**src/rtl/dds_tone_pkg.sv**
```systemverilog
package dds_tone_pkg;

  localparam int MODE_W = 3;

  typedef enum logic [MODE_W-1:0] {
    MODE_TONE  = 3'b000,
    MODE_FSK   = 3'b001,
    MODE_RFSK  = 3'b010,
    MODE_SWEEP = 3'b011,
    MODE_BPSK  = 3'b100
  } dds_mode_e;

  // Only single-tone is built; keying, sweep and codes 101..111 are flagged.
  function automatic logic mode_unsupported(input logic [MODE_W-1:0] code);
    return code != MODE_TONE;
  endfunction

endpackage

```
**src/rtl/dds_tone_regs.sv**
```systemverilog
module dds_tone_regs
  import dds_tone_pkg::*;
#(
  parameter int DATA_W  = 16,
  parameter int ADDR_W  = 3,
  parameter int ACC_W   = 48,
  parameter int PHASE_W = 14,
  parameter int AMP_W   = 12
) (
  input  logic                clk,
  input  logic                rst,
  input  logic                wr_en,
  input  logic [ADDR_W-1:0]   wr_addr,
  input  logic [DATA_W-1:0]   wr_data,
  input  logic                upd,
  output logic [ACC_W-1:0]    ftw_act,
  output logic [PHASE_W-1:0]  poff_act,
  output logic [AMP_W-1:0]    amp_act,
  output logic                amp_live,
  output logic [MODE_W-1:0]   mode_act
);

  localparam int FTW_WORDS = (ACC_W + DATA_W - 1) / DATA_W;
  localparam int A_POFF    = FTW_WORDS;
  localparam int A_AMP     = FTW_WORDS + 1;
  localparam int A_MODE    = FTW_WORDS + 2;

  logic [FTW_WORDS*DATA_W-1:0] ftw_cat;
  logic [PHASE_W-1:0]          poff_sh;
  logic [AMP_W-1:0]            amp_sh;
  logic                        amp_wr_sh;
  logic [MODE_W-1:0]           mode_sh;

  // One shadow word per slice of the tuning word.
  for (genvar i = 0; i < FTW_WORDS; i++) begin : g_ftw
    logic [DATA_W-1:0] word;
    always_ff @(posedge clk) begin
      if (rst)
        word <= '0;
      else if (wr_en && wr_addr == ADDR_W'(i))
        word <= wr_data;
    end
    assign ftw_cat[i*DATA_W +: DATA_W] = word;
  end

  always_ff @(posedge clk) begin
    if (rst) begin
      poff_sh   <= '0;
      amp_sh    <= '0;
      amp_wr_sh <= 1'b0;
      mode_sh   <= MODE_TONE;
    end else if (wr_en) begin
      if (wr_addr == ADDR_W'(A_POFF)) poff_sh <= wr_data[PHASE_W-1:0];
      if (wr_addr == ADDR_W'(A_AMP)) begin
        amp_sh    <= wr_data[AMP_W-1:0];
        amp_wr_sh <= 1'b1;
      end
      if (wr_addr == ADDR_W'(A_MODE)) mode_sh <= wr_data[MODE_W-1:0];
    end
  end

  // Commit: every active field changes on the same edge.
  always_ff @(posedge clk) begin
    if (rst) begin
      ftw_act  <= '0;
      poff_act <= '0;
      amp_act  <= '0;
      amp_live <= 1'b0;
      mode_act <= MODE_TONE;
    end else if (upd) begin
      ftw_act  <= ftw_cat[ACC_W-1:0];
      poff_act <= poff_sh;
      amp_act  <= amp_sh;
      amp_live <= amp_live | amp_wr_sh;
      mode_act <= mode_sh;
    end
  end

endmodule

```
**src/rtl/dds_tone_acc.sv**
```systemverilog
module dds_tone_acc #(
  parameter int ACC_W   = 48,
  parameter int PHASE_W = 14
) (
  input  logic               clk,
  input  logic               rst,
  input  logic [ACC_W-1:0]   ftw,
  input  logic [PHASE_W-1:0] poff,
  output logic [ACC_W-1:0]   acc_q,
  output logic [PHASE_W-1:0] phase_q
);

  localparam int TOP = ACC_W - 1;

  // The accumulator is only ever cleared by reset, never by a commit.
  always_ff @(posedge clk) begin
    if (rst) begin
      acc_q   <= '0;
      phase_q <= '0;
    end else begin
      acc_q   <= acc_q + ftw;
      phase_q <= acc_q[TOP -: PHASE_W] + poff;
    end
  end

endmodule

```
**src/rtl/dds_tone_mode.sv**
```systemverilog
module dds_tone_mode
  import dds_tone_pkg::*;
(
  input  logic              clk,
  input  logic              rst,
  input  logic [MODE_W-1:0] mode,
  output logic              bad_q
);

  always_ff @(posedge clk) begin
    if (rst)
      bad_q <= 1'b0;
    else
      bad_q <= bad_q | mode_unsupported(mode);
  end

endmodule

```
**src/rtl/dds_tone_amp.sv**
```systemverilog
module dds_tone_amp #(
  parameter int AMP_W         = 12,
  parameter bit OFFSET_BINARY = 1'b1
) (
  input  logic             clk,
  input  logic             rst,
  input  logic             live,
  input  logic [AMP_W-1:0] amp,
  output logic [AMP_W-1:0] amp_q
);

  localparam logic [AMP_W-1:0] MID =
    OFFSET_BINARY ? (AMP_W)'(1) << (AMP_W - 1) : '0;

  always_ff @(posedge clk) begin
    if (rst)
      amp_q <= MID;
    else
      amp_q <= live ? amp : MID;
  end

endmodule

```
**src/rtl/dds_tone_core.sv**
```systemverilog
module dds_tone_core
  import dds_tone_pkg::*;
#(
  parameter int DATA_W        = 16,
  parameter int ADDR_W        = 3,
  parameter int ACC_W         = 48,
  parameter int PHASE_W       = 14,
  parameter int AMP_W         = 12,
  parameter bit OFFSET_BINARY = 1'b1
) (
  input  logic               clk,
  input  logic               rst,
  input  logic               wr_en,
  input  logic [ADDR_W-1:0]  wr_addr,
  input  logic [DATA_W-1:0]  wr_data,
  input  logic               upd,
  output logic [PHASE_W-1:0] phase_out,
  output logic [AMP_W-1:0]   amp_out,
  output logic               mode_bad
);

  logic [ACC_W-1:0]   ftw_act;
  logic [PHASE_W-1:0] poff_act;
  logic [AMP_W-1:0]   amp_act;
  logic               amp_live;
  logic [MODE_W-1:0]  mode_act;
  logic [ACC_W-1:0]   acc_q;

  dds_tone_regs #(
    .DATA_W(DATA_W), .ADDR_W(ADDR_W), .ACC_W(ACC_W),
    .PHASE_W(PHASE_W), .AMP_W(AMP_W)
  ) u_regs (
    .clk(clk), .rst(rst), .wr_en(wr_en), .wr_addr(wr_addr),
    .wr_data(wr_data), .upd(upd), .ftw_act(ftw_act),
    .poff_act(poff_act), .amp_act(amp_act), .amp_live(amp_live),
    .mode_act(mode_act)
  );

  dds_tone_acc #(.ACC_W(ACC_W), .PHASE_W(PHASE_W)) u_acc (
    .clk(clk), .rst(rst), .ftw(ftw_act), .poff(poff_act),
    .acc_q(acc_q), .phase_q(phase_out)
  );

  dds_tone_mode u_mode (
    .clk(clk), .rst(rst), .mode(mode_act), .bad_q(mode_bad)
  );

  dds_tone_amp #(.AMP_W(AMP_W), .OFFSET_BINARY(OFFSET_BINARY)) u_amp (
    .clk(clk), .rst(rst), .live(amp_live), .amp(amp_act), .amp_q(amp_out)
  );

endmodule

```
**config.mk**
```make
export PLATFORM = sky130hd
export DESIGN_NAME = dds_tone_core
export DESIGN_NICKNAME = d
export VERILOG_FILES = /design/src/rtl/dds_tone_pkg.sv /design/src/rtl/dds_tone_regs.sv /design/src/rtl/dds_tone_acc.sv /design/src/rtl/dds_tone_mode.sv /design/src/rtl/dds_tone_amp.sv /design/src/rtl/dds_tone_core.sv
export SDC_FILE = /design/constraint.sdc
export NUM_CORES = 1
export LEC_CHECK = 0
export ABC_AREA = 0
export BUFFER_PORTS_ARGS = -buffer_cell sky130_fd_sc_hd__buf_2
export CAP_MARGIN = 20
export CELL_PAD_IN_SITES_DETAIL_PLACEMENT = 0
export CELL_PAD_IN_SITES_GLOBAL_PLACEMENT = 1
export CORE_UTILIZATION = 51
export CTS_CLUSTER_DIAMETER = 40
export DETAILED_ROUTE_END_ITERATION = 10
export HOLD_SLACK_MARGIN = 0.03
export PLACE_DENSITY_LB_ADDON = 0.15
export SKIP_CTS_REPAIR_TIMING = 1
export SLEW_MARGIN = 20
export SYNTH_ARGS = -nofsm -noshare
export SYNTH_HDL_FRONTEND = slang
export SYNTH_SLANG_ARGS = --single-unit
```
**constraint.sdc**
```tcl
create_clock -name clk -period 3.9 [get_ports clk]
set_input_delay 0.195 -clock clk [delete_from_list [all_inputs] [get_ports clk]]
set_output_delay 0.195 -clock clk [all_outputs]
set_load 0.01 [all_outputs]
```
# Yosys cells after proc, flatten, opt, wreduce, memory -nomap -nowiden
# Cells that the tools add are included.
[totals] ff_bits=231 in_bits=23
[classes] addsub=2 eq_ne=5 bitwise_logic=3 n_reduce_logical=9
[op_table] op="adder 48 bit" count=1
[op_table] op="adder 14 bit" count=1
[op_table] op="equality test 3 x 2 -> 1 bit (second input constant)" count=2
[op_table] op="equality test 3 bit (second input constant)" count=2
[op_table] op="AND reduction 2 bit" count=3
[op_table] op="equality test 3 x 1 -> 1 bit (second input constant)" count=1
[op_table] op="logical AND 1 bit" count=3
[op_table] op="logical NOT 3 bit" count=1
[op_table] op="nonzero test 3 bit" count=1
[op_table] op="bitwise OR 1 bit" count=2
[op_table] op="OR reduction 2 bit" count=1
[op_table] op="NOT 1 bit" count=1

# Logic depth before layout (Yosys ltp)
# Gate-level depths: netlist of run 1.
[logic_depth] depth_word=2 depth_mapped=12 ltp_nobuf=12

# Modules after synthesis
# Synthesis of run 1 repeated with hierarchy kept, for this count alone.
[hier_totals] hier_cells=1174 hier_area_um2=11175.7
[by_module_without_submodules] mod="dds_tone_regs" instances=1 cells_per_inst=529 area_per_inst_um2=5803.1 seq_area_each_um2=3123.0
[by_module_without_submodules] mod="dds_tone_acc" instances=1 cells_per_inst=616 area_per_inst_um2=4973.5 seq_area_each_um2=1241.2
[by_module_without_submodules] mod="dds_tone_amp" instances=1 cells_per_inst=26 area_per_inst_um2=369.1 seq_area_each_um2=240.2
[by_module_without_submodules] mod="dds_tone_mode" instances=1 cells_per_inst=3 area_per_inst_um2=30.0 seq_area_each_um2=20.0

# Worst setup path after synthesis of run 1
# OpenSTA, ideal clock, no wires.
[synth_path] path_kind="register to register" from="register u_regs.ftw_act[0]" to="register u_acc.acc_q[34]" setup_time_ns=0.121 arrival_time_ns=2.389 required_ns=3.779 setup_slack_ns=1.390 stages_incl_launch_ff=12 n_path_buf=0 cell_sequence="dfxtp_1 ha_1 fa_1 a21oi_1 o21ai_1 o211ai_2 a31oi_4 o21ai_1 nand2_1 a31oi_1 o21bai_1 mux2_2"
[synth_via] elab_chain_cells=1
[synth_lines] item="start: declaration" line="dds_tone_regs.sv:16" source="output logic [ACC_W-1:0] ftw_act,"
[synth_lines] item="start signal: assignment" line="dds_tone_regs.sv:71" source="ftw_act <= ftw_cat[ACC_W-1:0];"
[synth_lines] item="adder 48 bit" line="dds_tone_acc.sv:21" source="acc_q <= acc_q + ftw;"
[synth_lines] item="end signal: assignment" line="dds_tone_acc.sv:21"
[synth_lines] item="end: declaration" line="dds_tone_acc.sv:9" source="output logic [ACC_W-1:0] acc_q,"
# Every way passes these cells.
# A chain may end at the register's enable or synchronous reset.

# Final worst setup path of run 1
[layout_path] from="register u_regs.ftw_act[7]" to="register u_acc.acc_q[41]"
# The elaborated chain is that of the path after synthesis.

==> metrics.yaml, run 1 <==
yosys:
  synth.top_cell.area_share: 0.4372
  synth_ff_type: "dfxtp_1"
  syn-num-nets: 1305
  synthArstFlopShare: 0
  synth_edf_count: 0
  yosysSeqAreaShare: 0.4372
  synthTopCellsByArea: "dfxtp_1, mux2i_1, ha_1"
  syn_area_mm2: 0.01058
  syn_area_per_cell_um2: 8.670
  yosys.area.top_type: "dfxtp_1"
  synth_cell_types: 61
  synth_seq_cells: 231
  synthCells: 1220
  yosys_warnings: 0
global_routing:
  grt_pass1_vias: 7739
  grt_usage: 0.2416
  grt_pass1_wl_um: 41240
  antenna_found_initial: 0
  grt_start_max_net_pins: 109
  overflow: 0
power:
  power_density_mw_per_mm2: 483.5
  ir_worst_vdd_mv: 0.4984
  p_leak_uw: 0.005330
clocking:
  cts_max_path_buffers: 3
  numCtsBuffers: 35
  cts-root-buf: "clkbuf_16"
  clock_latency_ps: 500
  cts_tree: "built"
  clkSinkCount: 231
  path_clk_slew_ps: 60
  htreeDepth: 2
drt:
  vias: 8265
  drtAntennaViolNets: 0
  viasPerCell: 5.339
  wl_um: 25470
  routedWlPerCell_um: 16.45
  drcViolationCount: 0
  first_iter_violations: 466
  firstDrtPassIters: 4
sta:
  tns_ps: 0
  final-hold-violation-count: 0
  fin_skew_ps: 19.63
  fin_crit_sh: 0.7439
  slew_headroom: 0.3623
  rsz0062_at_grt: "no"
  setup_viol: 0
  tightestPinTransition_ps: 953.0
  fin_ws_ps: 998.9
  fin_hold_ws_ps: 38.98
  min_period_ps: 2901
  max_freq_ghz: 0.3447
  drv_slew: 0
worst_setup_path:
  critPathRequiredTime_ps: 4270
  critPathSlowestCell: "a21boi_1"
  cpPeakStageDelay_ps: 450
  crit_path_start_kind: "register"
  worstPathCellList: "ha_1 -> nand2_1 -> o21ai_0 -> o2bb2ai_1 -> a211o_1 -> o211ai_2 -> a21boi_1 -> nor2_2 -> o21ai_1 -> mux2_1"
  path_class: "reg2reg"
  endpoint_kind: "register"
  crit_fanout: 4
  arrival_ps: 3270
floorplanning:
  num_rows: 52
  dieWidth_um: 146.0
  core_mm2: 0.02030
  initial_core_util: 0.5211
  io_pins: 50
  dieArea_mm2: 0.02132
  die_h_um: 146.0
min_path:
  hold_path_class: "in2reg"
placed_design:
  dpl_cell_area_mm2: 0.01098
  gp_congestion: 0.8494
  portBuffers: 49
  place_hpwl_um: 17210
  preCtsSetupSlack_ps: 1031
run_status:
  status: "complete, no violations"
cells_and_area:
  area_growth_pct: 15.60
  final_cell_area_mm2: 0.01223
  antenna_cells: 0
  finish.utilization: 0.6024
  nets: 1339
  drive_gt1_frac: 0.1041
flow_run:
  maxCapViolCount: 0
-- cell families after synthesis --
family                   synth area share
AND/OR/NAND/NOR                    0.1864
AO/OA/AOI/OAI                      0.1516
flip-flops                         0.4372
buffers and inverters             0.03076
multiplexers                      0.07783
adder cells (fa/ha/maj)           0.07476
XOR/XNOR                          0.04140
-- stage by stage --
step                cells  total power, uW
floorplan            1220             2662
global placement     1482             2754
detailed placement   1482             2758
CTS                  1543             5963
global route         1548             6122
finish               1548             5913
-- where the power goes --
group	total, uW	switching [uW]	internal, uW	leakage (uW)
logic	278	180	98.4	0.00288
clock network	3200	1160	2040	0.000586
registers	2430	27.8	2410	0.00187
total	5910	1370	4550	0.00533
-- cell usage after synthesis, drive strengths merged, types with 2 or more instances --
master	count
nor2	165
o21ai	25
ha	60
nor3	19
o31ai	4
and3	4
nor4b	2
mux2	2
mux2i	80
a211o	2
nor2b	12
a31oi	9
dfxtp	231
inv	21
o21a	7
a21boi	4
xor2	19
o22ai	2
nand3	19
buf	15
clkbuf	48
nor3b	4
xnor2	31
a2111o	2
a21o	33
o211ai	4
nand4	17
o21bai	14
a21oi	131
a211oi	5
nand2b	6
fa	2
a221oi	2
nand2	191
or3	3
and2	13
-- area by class of cell --
cell class | instances | area, um2
fill | 1856 | 8071
multi-input combinational | 905 | 5630
sequential | 231 | 4624
clock buffer | 39 | 910.9
timing repair buffer | 60 | 361.6
tap | 270 | 337.8
clock inverter | 22 | 284.0
inverter | 21 | 78.83
-- final timing paths --
kind	end	from	slack, ps	cells after the start
min reg2reg	u_amp.amp_q[11]	u_regs.amp_act[11]	440	1
max	u_acc.acc_q[41]	u_regs.ftw_act[7]	1000	10
min	u_regs.g_ftw[0].word[4]	wr_data[4]	40	3
max reg2reg	u_acc.acc_q[41]	u_regs.ftw_act[7]	1000	10
-- flip-flops by register name, indices dropped and copies added, names as in the netlist --
signal             cells
u_regs.ftw_act        48
u_acc.phase_q         14
u_mode.bad_q           1
u_regs.amp_live        1
u_regs.mode_sh         3
u_regs.g_ftw.word     48
u_amp.amp_q           12
u_regs.amp_wr_sh       1
u_acc.acc_q           48
u_regs.poff_sh        14
u_regs.poff_act       14
u_regs.amp_sh         12
u_regs.amp_act        12
u_regs.mode_act        3
-- routing by layer --
layer | global-route usage | up-vias | routed length [um]
met4 | 0.05990 | 0 | 357
met3 | 0.03469 | 31 | 860
met5 | 0 | - | 0
met1 | 0.3378 | 3845 | 12630
met2 | 0.3923 | 129 | 11620
li1 | - | 4260 | -
-- placed cells by master, fill, tap and decap left out, types with 21 or more instances in the layout --
master     synthesis  routed
nand2_1          191     191
a21oi_1          130     130
dfxtp_1          231     231
mux2i_1           80      80
nor2_1           163     162
clkbuf_16          0      35
inv_1             21      21
xnor2_1           31      31
ha_1              60      60
a21o_1            33      33
buf_2              8      47
-- worst max-delay path, delay by kind of cell, from the launching register on --
family          cells  cell delay, ps
compound gates      6            1580
fa+ha+maj           1             340
mux                 1             330
flops               1             320
simple gates        2             210
No activity file was read; power rests on OpenSTA's default activity.
==> inputs of run 2 (changes only) <==
CORE_UTILIZATION = 47   (was 51)
clock period = 3 ns   (was 3.9 ns; I/O delays follow)
==> run 2 against run 1 <==
- the run now ends with DRC left
- die area increased by 8.4%
- worst hold slack got worse by 20 ps
- global-route usage decreased by 1.8 points
- clock-buffer cell count increased by 1
- clock power increased by 29%
- utilization decreased by 3.5 points
- first-iteration DRC count decreased by 14%
- flip-flop and latch count unchanged
- final cell count increased by 2.0%
- clock skew increased by 0.63 ps
- sequential power increased by 30%
==> metrics.yaml, run 2 (same netlist as run 1, synthesis figures left out) <==
cells_and_area:
  finish.utilization: 0.5670  # -0.03537
  largestRegisters: "u_acc.acc_q x48, u_regs.ftw_act x48, u_regs.g_ftw.word x48"
  final_common_cell: "dfxtp_1"
  antenna_cells: 0  # unchanged
  area_growth_pct: 17.71
  fill_cells: 1995  # +7.5%
  drive_gt1_frac: 0.1132  # +0.009095
  layout_common_cells: "dfxtp_1, nand2_1, nor2_1"
  nets: 1360  # +1.6%
run_status:
  violations: "DRC"
  status: "complete, but fails checks"
drt:
  first_iter_violations: 403  # -14%
  wl_um: 25760  # +1.2%
  viasPerCell: 5.246  # -1.7%
  drcViolationCount: 16  # +16
  drtAntennaViolNets: 0  # unchanged
  firstDrtPassIters: 8  # +4
  vias: 8284  # +0.23%
  routedWlPerCell_um: 16.32  # -0.83%
sta:
  max_freq_ghz: 0.3532  # +2.5%
  tns_ps: 0  # unchanged
  fin_hold_ws_ps: 19.34  # -19.65 ps
  fin_skew_ps: 20.26  # +0.6285 ps
  drv_slew: 0  # unchanged
  min_period_ps: 2831  # -69.69 ps
  fin_crit_sh: 0.9438  # +0.1999
  final-hold-violation-count: 0  # unchanged
  slew_headroom: 0.3669  # +0.004559
  tightestPinTransition_ps: 944.5  # -8.463 ps
  setup_viol: 0  # unchanged
  rsz0062_at_grt: "yes"
global_routing:
  antenna_found_initial: 0  # unchanged
  grt_pass1_wl_um: 41160  # -0.20%
  grt_pass1_vias: 7842  # +1.3%
  grt_start_max_net_pins: 105  # -3.7%
  overflow: 0  # unchanged
  grt_usage: 0.2234  # -0.01818
power:
  p_seq_frac: 0.413  # +0.002
  p_comb_frac: 0.049  # +0.002
  power_density_mw_per_mm2: 614.8  # +27%
  total_power_uw: 7655  # +29%
  p_leak_uw: 0.005433  # +1.9%
  ir_worst_vdd_mv: 0.4328  # -13%
  p_sw_uw: 1752  # +28%
  p_int_uw: 5902  # +30%
  p_sw_frac: 0.2289  # -0.002109
  clockPowerShare: 0.538  # -0.004
clocking:
  numCtsBuffers: 36  # +2.9%
  cts_tree: "built"
  cts_max_path_buffers: 3  # unchanged
  clock_latency_ps: 510  # about the same
  clkSinkCount: 231  # unchanged
  htreeDepth: 2  # unchanged
  path_clk_slew_ps: 60  # about the same
  cts-root-buf: "clkbuf_16"
floorplanning:
  die_h_um: 152.0  # +4.1%
  initial_core_util: 0.4817  # -0.03937
  dieArea_mm2: 0.02311  # +8.4%
  num_rows: 54  # +3.8%
  io_pins: 50  # unchanged
  dieWidth_um: 152.0  # +4.1%
  core_mm2: 0.02196  # +8.2%
worst_setup_path:
  critPathSlowestCell: "a2111oi_2"
  arrival_ps: 3270  # about the same
  critPathLaunch: "u_regs.ftw_act[28]"
  worstPathCellList: "ha_1 -> and3_4 -> nand2_1 -> or3_1 -> a2111oi_2 -> nor2_1 -> a31oi_4 -> nand4_1 -> a31oi_1"
  critPathRequiredTime_ps: 3440  # -830 ps
  path_class: "reg2reg"
  endpoint_kind: "register"
  cpPeakStageDelay_ps: 630  # +180 ps
  crit_path_start_kind: "register"
  crit_fanout: 7  # +3
  r2r_start: "u_regs.ftw_act[28]"
placed_design:
  gp_congestion: 0.8428  # -0.78%
  portBuffers: 49  # unchanged
  place_hpwl_um: 17380  # +0.99%
min_path:
  hold_path_class: "in2reg"
  worstHoldStart: "wr_data[9]"
flow_run:
  maxCapViolCount: 0  # unchanged
[run 2: path summary, 6_finish.rpt]
kind | end | slack (ps) | depth (start not counted)
setup / recovery | u_acc.acc_q[47] | 170 | 9
setup reg to reg | u_acc.acc_q[47] | 170 | 9
hold reg to reg | u_amp.amp_q[7] | 450 | 1
hold / removal | u_regs.amp_sh[9] | 20 | 3
[run 2: cell type report]
| class | count | area (um2) | share of cell area |
|---|---|---|---|
| Multi-Input combinational cell | 905 | 5643 | 0.4532 |
| Sequential cell | 231 | 4624 | 0.3714 |
| Clock buffer | 40 | 945.9 | 0.07597 |
| Timing Repair Buffer | 80 | 549.3 | 0.04412 |
| Tap cell | 280 | 350.3 | 0.02814 |
| Clock inverter | 22 | 259.0 | 0.02080 |
| Inverter | 21 | 78.83 | 0.006331 |
[run 2: power by group through the flow]
stage	registers (uW)	clock network (uW)	logic, uW
finish	3160	4120	375
global placement	3230	0	358
global route	3170	4350	413
detailed placement	3230	0	360
CTS	3160	4210	362
floorplan	3220	0	243
[run 2: layer usage]
layer	share of wire	routed length (um)	vias up	GRT usage
li1	-	-	4295	-
met1	0.50	12850	3833	0.3083
met2	0.45	11570	121	0.3596
met3	0.032	820	35	0.03309
met4	0.020	523	0	0.07094
met5	0	0	-	0
[run 2: stage by stage]
stage	cells	setup WS [ps]	instance area (um2)
2_1_floorplan	1220	490.2	10580
3_3_place_gp	1502	192.2	11090
3_5_place_dp	1502	120.3	11090
4_1_cts	1564	100.2	12290
5_1_grt	1579	-7.034	12450
6_report	1579	168.6	12450
[run 2: worst max-delay path, delay by kind of cell (launching register included)]
kind,cells,cell delay [ps]
compound gates,3,1030
fa+ha+maj,1,400
flops,1,310
simple gates,5,1010
==> inputs of run 3 (changes only) <==
CORE_UTILIZATION = 51   (was 47)
clock period = 3.7 ns   (was 3 ns; I/O delays follow)
==> run 3 against run 2 <==
- the flow now finishes without violations
- worst hold slack worse by 6.0 ps
- setup slack better by 700 ps
- sequential share of layout area is 0.50 points higher
- flip-flop and latch count stayed put
- final cell count is 1.6% lower
- total power is 18% lower
- combinational power is 21% lower
- critical path type unchanged
- highest routed layer unchanged
==> metrics.yaml, run 3 (same netlist as run 1, synthesis figures left out) <==
run_status:
  status: "complete, no violations"
drt:
  drtAntennaViolNets: 0  # unchanged
  viasPerCell: 5.412  # +3.2%
  vias: 8410  # +1.5%
  routedWlPerCell_um: 16.29  # -0.19%
  firstDrtPassIters: 4  # -4
  drcViolationCount: 0  # -16
  first_iter_violations: 374  # -7.2%
  wl_um: 25310  # -1.8%
min_path:
  worstHoldStart: "wr_data[1]"
  holdPathEnd: "u_regs.g_ftw[2].word[1]"
  hold_path_class: "in2reg"
  holdPathStages: 3  # unchanged
cells_and_area:
  layout_common_cells: "dfxtp_1, nand2_1, nor2_1"
  nets: 1344  # -1.2%
  antenna_cells: 0  # unchanged
  final_cell_area_mm2: 0.01229  # -1.3%
  area_growth_pct: 16.15
  largestRegisters: "u_acc.acc_q x48, u_regs.ftw_act x48, u_regs.g_ftw.word x48"
  final_common_cell: "dfxtp_1"
  finish.utilization: 0.6052  # +0.03821
  drive_gt1_frac: 0.1083  # -0.004909
placed_design:
  gp_congestion: 0.8683  # +3.0%
  portBuffers: 49  # unchanged
  dpl_cell_area_mm2: 0.01099  # -0.88%
  place_hpwl_um: 17230  # -0.87%
global_routing:
  antenna_found_initial: 0  # unchanged
  grt_start_max_net_pins: 90  # -14%
  grt_usage: 0.2416  # +0.01817
  grt_pass1_wl_um: 41300  # +0.35%
  grt_pass1_vias: 8015  # +2.2%
  overflow: 0  # unchanged
power:
  ir_worst_vdd_mv: 0.3586  # -17%
  power_density_mw_per_mm2: 509.3  # -17%
  p_leak_uw: 0.005356  # -1.4%
  total_power_uw: 6256  # -18%
sta:
  final-hold-violation-count: 0  # unchanged
  min_period_ps: 2830  # -1.235 ps
  drv_slew: 0  # unchanged
  tns_ps: 0  # unchanged
  setup_viol: 0  # unchanged
  rsz0062_at_grt: "no"
  fin_crit_sh: 0.7649  # -0.1789
  slew_headroom: 0.4663  # +0.09938
  tightestPinTransition_ps: 800.6  # -143.9 ps
  max_freq_ghz: 0.3533  # about the same
  fin_skew_ps: 21.35  # +1.095 ps
worst_setup_path:
  rr_worst_depth: 10  # +1
  arrival_ps: 3220  # -50 ps
  critPathRequiredTime_ps: 4090  # +650 ps
  crit_path_start_kind: "register"
  endpoint_kind: "register"
  r2r_start: "u_regs.ftw_act[8]"
  critPathSlowestCell: "a21boi_1"
  rrSetupSlack_ps: 870  # +700 ps
  cpPeakStageDelay_ps: 430  # -200 ps
  worstPathCellList: "ha_1 -> nand2_1 -> o21ai_0 -> o2bb2ai_1 -> a211o_1 -> o211ai_2 -> a21boi_1 -> nor2_2 -> o21ai_1 -> mux2_1"
  crit_fanout: 4  # -3
  reg2reg_to: "u_acc.acc_q[41]"
  path_class: "reg2reg"
floorplanning:
  dieArea_mm2: 0.02132  # -7.7%
  core_mm2: 0.02030  # -7.6%
  die_h_um: 146.0  # -4.0%
  dieWidth_um: 146.0  # -4.0%
  io_pins: 50  # unchanged
  num_rows: 52  # -3.7%
  initial_core_util: 0.5211  # +0.03937
clocking:
  cts_tree: "built"
  clkSinkCount: 231  # unchanged
  cts-root-buf: "clkbuf_16"
  clock_latency_ps: 510  # about the same
  cts_max_path_buffers: 3  # unchanged
  path_clk_slew_ps: 60  # about the same
  htreeDepth: 2  # unchanged
  numCtsBuffers: 36  # unchanged
flow_run:
  maxCapViolCount: 0  # unchanged
[run 3: changes by cell type in the layout (fill, tap and decap cells not counted), moves of 2 or more]
cell | before | now
buf_4 | 15 | 9
inv_8 | 2 | 5
clkinv_2 | 7 | 3
inv_6 | 2 | 8
dlygate4sd3_1 | 15 | 6
clkinv_4 | 2 | 0
[run 3: worst max path at each step]
| stage | start | to | cells after the start |
|---|---|---|---|
| final | u_regs.ftw_act[8] | u_acc.acc_q[41] | 10 |
| after detailed placement | u_regs.ftw_act[0] | u_acc.acc_q[34] | 11 |
| after global routing | u_regs.ftw_act[8] | u_acc.acc_q[41] | 10 |
| after global placement | u_regs.ftw_act[0] | u_acc.acc_q[34] | 11 |
| after CTS | u_regs.ftw_act[0] | u_acc.acc_q[34] | 11 |
| after floorplan | u_regs.ftw_act[0] | u_acc.acc_q[34] | 11 |
[run 3: power breakdown]
group / internal, uW / leakage [uW] / total, uW / switching (uW)
sequential: 2530 / 0.00187 / 2560 / 29.3
clock: 2120 / 0.000592 / 3400 / 1270
combinational: 106 / 0.00290 / 295 / 190
total: 4760 / 0.00536 / 6260 / 1490
[run 3: area by class of cell]
cell class                 instances  area, um2
clock buffer                      39      953.4
clock inverter                    24      269.0
fill                            1863       8014
inverter                          21      78.83
multi-input combinational        905       5628
sequential                       231       4624
tap                              270      337.8
timing repair buffer              64      394.1
[run 3: per-stage QoR]
step | setup slack, ps | std cells | hold WS [ps]
after floorplan | 1190 | 1220 | 321.0
after global placement | 922.7 | 1483 | 421.1
after detailed placement | 897.8 | 1483 | 430.5
after CTS | 873.6 | 1546 | -48.47
after global routing | 665.9 | 1554 | 31.86
final | 869.9 | 1554 | 13.29
[run 3: routing by layer]
layer / vias up / part of all wire / wire length, um / global-route usage
met3: 45 / 0.037 / 934 / 0.03656
met5: - / 0 / 0 / 0
li1: 4277 / - / - / -
met2: 151 / 0.45 / 11480 / 0.3933
met1: 3937 / 0.49 / 12390 / 0.3335
met4: 0 / 0.020 / 509 / 0.06615
[run 3: worst max-delay path: cells and delay by family, from the launching register on]
family,cells,cell delay (ps)
adders and majority gates,1,340
DFF,1,310
and+or+nand+nor,2,210
muxes,1,330
AOI/OAI and AO/OA,6,1540
